**src/rtl/pef_pkg.sv**
```systemverilog
package pef_pkg;
  typedef enum logic [2:0] {
    PH_IDLE     = 3'd0,
    PH_PFLAG    = 3'd1,
    PH_AFLAG    = 3'd2,
    PH_WAIT     = 3'd3,
    PH_ERR_LONG = 3'd4,
    PH_OVR_LONG = 3'd5,
    PH_DELIM    = 3'd6
  } pef_phase_e;
endpackage

```
**src/rtl/pef_run_det.sv**
```systemverilog
// Tracks the run of equal sampled bits; done_o flags the strobe completing RUN_LEN.
module pef_run_det #(
  parameter int RUN_LEN = 6
) (
  input  logic clk_i,
  input  logic rst_ni,
  input  logic clr_i,
  input  logic en_i,
  input  logic bit_i,
  output logic done_o
);
  localparam int RW = $clog2(RUN_LEN + 1);
  localparam logic [RW-1:0] RUN_END = RW'(RUN_LEN);

  logic [RW-1:0] cnt_q, cnt_nx;
  logic          last_q;

  always_comb begin
    if (cnt_q != '0 && bit_i == last_q) cnt_nx = cnt_q + 1'b1;
    else                                cnt_nx = RW'(1);
  end

  assign done_o = en_i && (cnt_nx == RUN_END);

  always_ff @(posedge clk_i or negedge rst_ni) begin
    if (!rst_ni) begin
      cnt_q  <= '0;
      last_q <= 1'b1;
    end else if (clr_i) begin
      cnt_q  <= '0;
      last_q <= 1'b1;
    end else if (en_i) begin
      cnt_q  <= cnt_nx;
      last_q <= bit_i;
    end
  end
endmodule

```
**src/rtl/pef_bit_cnt.sv**
```systemverilog
// Shared bit counter for active flag, dominant wait and delimiter.
module pef_bit_cnt #(
  parameter int CW = 4
) (
  input  logic          clk_i,
  input  logic          rst_ni,
  input  logic          clr_i,
  input  logic          ld1_i,
  input  logic          inc_i,
  output logic [CW-1:0] cnt_o
);
  always_ff @(posedge clk_i or negedge rst_ni) begin
    if (!rst_ni)     cnt_o <= '0;
    else if (clr_i)  cnt_o <= '0;
    else if (ld1_i)  cnt_o <= CW'(1);
    else if (inc_i)  cnt_o <= cnt_o + 1'b1;
  end
endmodule

```
**src/rtl/pef_seq.sv**
```systemverilog
module pef_seq
  import pef_pkg::*;
#(
  parameter int FLAG_LEN   = 6,
  parameter int RUN_LEN    = 6,
  parameter int DELIM_LEN  = 8,
  parameter int LONG_LIMIT = 7
) (
  input  logic       clk_i,
  input  logic       rst_ni,
  input  logic       bit_stb_i,
  input  logic       rx_bit_i,
  input  logic       start_i,
  input  logic       err_passive_i,
  input  logic       ovr_sel_i,
  output logic       tx_bit_o,
  output logic [2:0] phase_o,
  output logic       err_frame_o,
  output logic       ovr_frame_o,
  output logic       act_err_o,
  output logic       act_ovr_o,
  output logic       form_err_o
);
  localparam int MAX_A = (FLAG_LEN > DELIM_LEN) ? FLAG_LEN : DELIM_LEN;
  localparam int MAX_L = (MAX_A > LONG_LIMIT) ? MAX_A : LONG_LIMIT;
  localparam int CW    = $clog2(MAX_L + 1);
  localparam logic [CW-1:0] FLAG_LAST  = CW'(FLAG_LEN - 1);
  localparam logic [CW-1:0] DELIM_LAST = CW'(DELIM_LEN - 1);
  localparam logic [CW-1:0] LONG_LAST  = CW'(LONG_LIMIT - 1);

  pef_phase_e    state_q, state_nx;
  logic          ovr_q, ovr_nx;
  logic          form_q, form_nx;
  logic          cnt_clr, cnt_ld1, cnt_inc;
  logic [CW-1:0] cnt;
  logic          run_done;

  pef_run_det #(.RUN_LEN(RUN_LEN)) i_run (
    .clk_i  (clk_i),
    .rst_ni (rst_ni),
    .clr_i  (state_q == PH_IDLE),
    .en_i   (bit_stb_i && state_q == PH_PFLAG),
    .bit_i  (rx_bit_i),
    .done_o (run_done)
  );

  pef_bit_cnt #(.CW(CW)) i_cnt (
    .clk_i  (clk_i),
    .rst_ni (rst_ni),
    .clr_i  (cnt_clr),
    .ld1_i  (cnt_ld1),
    .inc_i  (cnt_inc),
    .cnt_o  (cnt)
  );

  always_comb begin
    state_nx = state_q;
    ovr_nx   = ovr_q;
    form_nx  = 1'b0;
    cnt_clr  = 1'b0;
    cnt_ld1  = 1'b0;
    cnt_inc  = 1'b0;
    unique case (state_q)
      PH_IDLE: begin
        if (start_i) begin
          cnt_clr = 1'b1;
          ovr_nx  = ovr_sel_i;
          if (!ovr_sel_i && err_passive_i) state_nx = PH_PFLAG;
          else                             state_nx = PH_AFLAG;
        end
      end
      PH_AFLAG: begin
        if (bit_stb_i) begin
          if (cnt == FLAG_LAST) begin
            state_nx = PH_WAIT;
            cnt_clr  = 1'b1;
          end else begin
            cnt_inc = 1'b1;
          end
        end
      end
      PH_PFLAG: begin
        if (run_done) begin
          state_nx = PH_WAIT;
          cnt_clr  = 1'b1;
        end
      end
      PH_WAIT: begin
        if (bit_stb_i) begin
          if (rx_bit_i) begin
            state_nx = PH_DELIM;
            cnt_ld1  = 1'b1;
          end else if (cnt == LONG_LAST) begin
            state_nx = ovr_q ? PH_OVR_LONG : PH_ERR_LONG;
            cnt_clr  = 1'b1;
          end else begin
            cnt_inc = 1'b1;
          end
        end
      end
      PH_ERR_LONG, PH_OVR_LONG: begin
        if (bit_stb_i && rx_bit_i) begin
          state_nx = PH_DELIM;
          cnt_ld1  = 1'b1;
        end
      end
      PH_DELIM: begin
        if (bit_stb_i) begin
          if (!rx_bit_i) begin
            state_nx = PH_IDLE;
            form_nx  = 1'b1;
            cnt_clr  = 1'b1;
          end else if (cnt == DELIM_LAST) begin
            state_nx = PH_IDLE;
            cnt_clr  = 1'b1;
          end else begin
            cnt_inc = 1'b1;
          end
        end
      end
      default: state_nx = PH_IDLE;
    endcase
  end

  always_ff @(posedge clk_i or negedge rst_ni) begin
    if (!rst_ni) begin
      state_q <= PH_IDLE;
      ovr_q   <= 1'b0;
      form_q  <= 1'b0;
    end else begin
      state_q <= state_nx;
      ovr_q   <= ovr_nx;
      form_q  <= form_nx;
    end
  end

  logic busy;
  assign busy        = (state_q != PH_IDLE);
  assign tx_bit_o    = (state_q != PH_AFLAG);
  assign phase_o     = state_q;
  assign err_frame_o = busy && !ovr_q && (state_q != PH_OVR_LONG);
  assign ovr_frame_o = busy && ovr_q && (state_q != PH_ERR_LONG);
  assign act_err_o   = (state_q == PH_AFLAG) && !ovr_q;
  assign act_ovr_o   = (state_q == PH_AFLAG) && ovr_q;
  assign form_err_o  = form_q;
endmodule

```
**config.mk**
```make
export PLATFORM = sky130hd
export DESIGN_NAME = pef_seq
export DESIGN_NICKNAME = d
export VERILOG_FILES = /design/src/rtl/pef_pkg.sv /design/src/rtl/pef_run_det.sv /design/src/rtl/pef_bit_cnt.sv /design/src/rtl/pef_seq.sv
export SDC_FILE = /design/constraint.sdc
export NUM_CORES = 1
export LEC_CHECK = 0
export ABC_CLOCK_PERIOD_IN_PS = 2000
export BUFFER_PORTS_ARGS = -buffer_cell sky130_fd_sc_hd__buf_2
export CORE_MARGIN = 1
export CORE_UTILIZATION = 50
export CTS_CLUSTER_DIAMETER = 40
export DETAILED_ROUTE_END_ITERATION = 6
export PLACE_DENSITY = 0.72
export SLEW_MARGIN = 40
export SYNTH_ARGS = -nofsm -noshare
export SYNTH_HDL_FRONTEND = slang
export SYNTH_SLANG_ARGS = --single-unit
```
**constraint.sdc**
```tcl
create_clock -name clk_i -period 2 [get_ports clk_i]
set_input_delay 0.3 -clock clk_i [delete_from_list [all_inputs] [get_ports clk_i]]
set_output_delay 0.3 -clock clk_i [all_outputs]
set_load 0.1 [all_outputs]
```
==> impl_metrics.env <==
export IMPL_status="finished, final reports clean"
export IMPL_ff2ff_path_depth=7
export IMPL_ys_ff_latch=13
export IMPL_core_sq_mm=0.00196
export IMPL_fillerInstances=180
export IMPL_seqCellArea_sq_um=337
export IMPL_ys_flop_type="dfrtp_1"
export IMPL_drc=0
export IMPL_hold_depth=2
export IMPL_first_iter_violations=41
export IMPL_clkSinkCount=13
export IMPL_relSlewSlack_pct=67.4
export IMPL_clock_fmax_ghz=0.523
export IMPL_synthToLayoutAreaGrowth_pct=28.3
export IMPL_syn_area_per_cell_sq_um=8.52
export IMPL_fin_nets=159
export IMPL_drv_slew=0
export IMPL_die_area_sq_mm=0.00228
export IMPL_numCtsBuffers=3
export IMPL_max_stage_delay_ps=450
export IMPL_synth_cell_types=47
export IMPL_finalNonFillerCells=173
export IMPL_cp_slowest_cell="dfrtp_2"
export IMPL_start_util_pct=53.4
export IMPL_fin_crit_ps=1910
export IMPL_fin_skew_ps=5.33
export IMPL_drtAntennaViolNets=0
export IMPL_hold_viol=0
export IMPL_io_buffers=15
export IMPL_synth_edf_count=0
export IMPL_grt_pass1_vias=910
export IMPL_yosys_top_cells_area="dfrtp_1 29%, ha_1 6.0%, nand2_1 3.9%"
export IMPL_wirelength_um=2780
export IMPL_hp_class="input pin to register"
export IMPL_crit_arrival_ps=1610
export IMPL_synth_warnings=0
export IMPL_grt_total_usage_pct=26.2
export IMPL_ys_seq_area_share_pct=31.1
export IMPL_clock_path_buffers=2
export IMPL_insertion_delay_ps=280
export IMPL_drive_gt1_share_pct=32.9
export IMPL_crit_type="register to output pin"
export IMPL_rows=16
export IMPL_drt_vias_per_instance=6.14
export IMPL_cp_start_kind="register"
export IMPL_cts_tree="built"
export IMPL_place_hpwl_um=1930
export IMPL_grt_pass1_wl_um=4110
export IMPL_synth_top_cells_by_count="12 x dfrtp_1, 11 x nand2_1, 6 x inv_1, 6 x nand3_1, 6 x nor2_1"
export IMPL_post_synth_top_count_cell="dfrtp_1"
export IMPL_ioPinCount=16
export IMPL_cp_required_ps=1700
export IMPL_synth_async_reset_ratio_pct=100
export IMPL_drv_cap=0
export IMPL_netlist_area_sq_mm=0.00105
export IMPL_die_h_um=47.8
export IMPL_syn_num_nets=135
export IMPL_wl_per_cell_um=16.0
export IMPL_tightest_slew_ps=492
export IMPL_die_w_um=47.8
export IMPL_dp_cells=167
export IMPL_end_kind="output pin"
export IMPL_grt_antenna_before_repair=0
export IMPL_synth_largest_area_cell="dfrtp_1"
export IMPL_final_period_utilization_pct=95.5
export IMPL_gp_congestion=0.878
export IMPL_crit_path_cell_trace="buf_4, nor2b_1, nor3_2, nor2_4, buf_12"
export IMPL_num_vias=1063
export IMPL_multiInputGateArea_sq_um=723
export IMPL_first_pass_iters=5
export IMPL_overflow=0
export IMPL_synthCells=123
export IMPL_cts_htree_levels=1
export IMPL_synth_top_area_share_pct=28.6
export IMPL_regToRegSetupSlack_ps=110
export IMPL_grt_max_degree=17
export IMPL_cts_root_buf="clkbuf_4"
export IMPL_finalSetupViolations=0
export IMPL_clkTransAtPathRegs_ps=90
export IMPL_antenna_cells=0
export IMPL_worst_path_max_fanout=11
export IMPL_rsz0062_at_grt="false"
-- per-stage QoR --
stage	instance area [sq um]	setup TNS [ps]	setup slack (ps)	util, %	hold WS (ps)
final	1350	0	89.3	68.6	246
after global routing	1350	0	4.28	68.6	236
after CTS	1310	0	22.7	66.8	245
after detailed placement	1270	0	112	64.8	211
after global placement	1270	0	172	64.8	206
after floorplan	1090	-132	-132	-	4.41
-- worst max-delay path, delay by kind of cell (launching register included) --
family,cells,cell delay [ps]
buf+inv,2,360
flops,1,450
simple gates,3,520
-- path summary, 6_finish.rpt --
kind / from / endpoint
worst min register to register: i_run.last_q$_DFFE_PN1P_ / i_run.last_q$_DFFE_PN1P_
worst min-delay path: ovr_sel_i / ovr_q$_DFFE_PN0P_
max in group asynchronous: rst_ni / i_run.last_q$_DFFE_PN1P_
min in group asynchronous: rst_ni / i_cnt.cnt_o[3]$_DFFE_PN0P_
worst max register to register: i_cnt.cnt_o[1]$_DFFE_PN0P_ / i_cnt.cnt_o[3]$_DFFE_PN0P_
worst max-delay path: phase_o[0]$_DFFE_PN0P_ / err_frame_o
-- cell families (layout without fill, tap and decap cells) --
| kind of cell | after synthesis | in the layout | share of synthesized area (%) |
|---|---|---|---|
| and+or+nand+nor | 57 | 57 | 32.2 |
| AOI/OAI and AO/OA | 30 | 30 | 20.4 |
| DFF | 13 | 13 | 31.1 |
| buffers and inverters | 13 | 36 | 5.49 |
| adders and majority gates | 5 | 5 | 5.97 |
| muxes | 3 | 3 | 3.10 |
| xor gates and xnor gates | 2 | 2 | 1.67 |
-- state kept, by name, summed over array words and instances, names as in the netlist --
register      flops
form_err_o        1
i_cnt.cnt_o       4
i_run.cnt_q       3
i_run.last_q      1
ovr_q             1
phase_o           3
-- area by class of cell --
| type | count | area share, % |
|---|---|---|
| clock inverters | 1 | 0.372 |
| repair buffers | 25 | 14.7 |
| flip-flops and latches | 13 | 25.0 |
| clock buffers | 3 | 1.67 |
| multi-input cells | 97 | 53.8 |
| well taps | 27 | 2.51 |
| inverters | 7 | 1.95 |
-- metal layers --
| layer | global-route usage [%] | part of all wire (%) | vias to the layer above |
|---|---|---|---|
| met1 | 34.4 | 42 | 506 |
| met2 | 44.6 | 52 | 49 |
| met3 | 3.40 | 4.5 | 6 |
| li1 | - | - | 502 |
| met4 | 7.78 | 1.8 | 0 |
| met5 | 0 | 0 | - |
-- timing repair --
action | CTS | global route
hold buffers | 1 | 0
pin swaps | 0 | 1
resized for setup | 1 | 6
setup endpoints to repair | 1 | 3
hold endpoints to repair | 12 | 0
setup buffers | 0 | 1
-- placed cells by master, fill, tap and decap left out, types with 2 or more instances in the layout --
cell	Yosys	routed
buf_2	0	12
nand2_1	11	10
buf_4	0	9
dfrtp_1	12	8
inv_1	6	6
nand3_1	6	6
a21oi_1	5	5
nand3b_1	5	5
ha_1	5	5
nor2_1	6	4
nor3_1	5	4
o21ai_1	4	4
a211oi_1	5	4
or3_1	4	4
nor2b_1	5	3
nand2b_1	3	3
clkbuf_4	0	3
buf_12	0	3
nor2b_4	0	2
nor2_4	0	2
xor2_1	2	2
a221oi_1	2	2
a211oi_2	1	2
o21ai_0	2	2
dfrtp_2	0	2
dfrtp_4	0	2
Power is left out: the tool's default activity adds up to more than one toggle a clock period on the data nets, which glitch-free logic cannot reach.
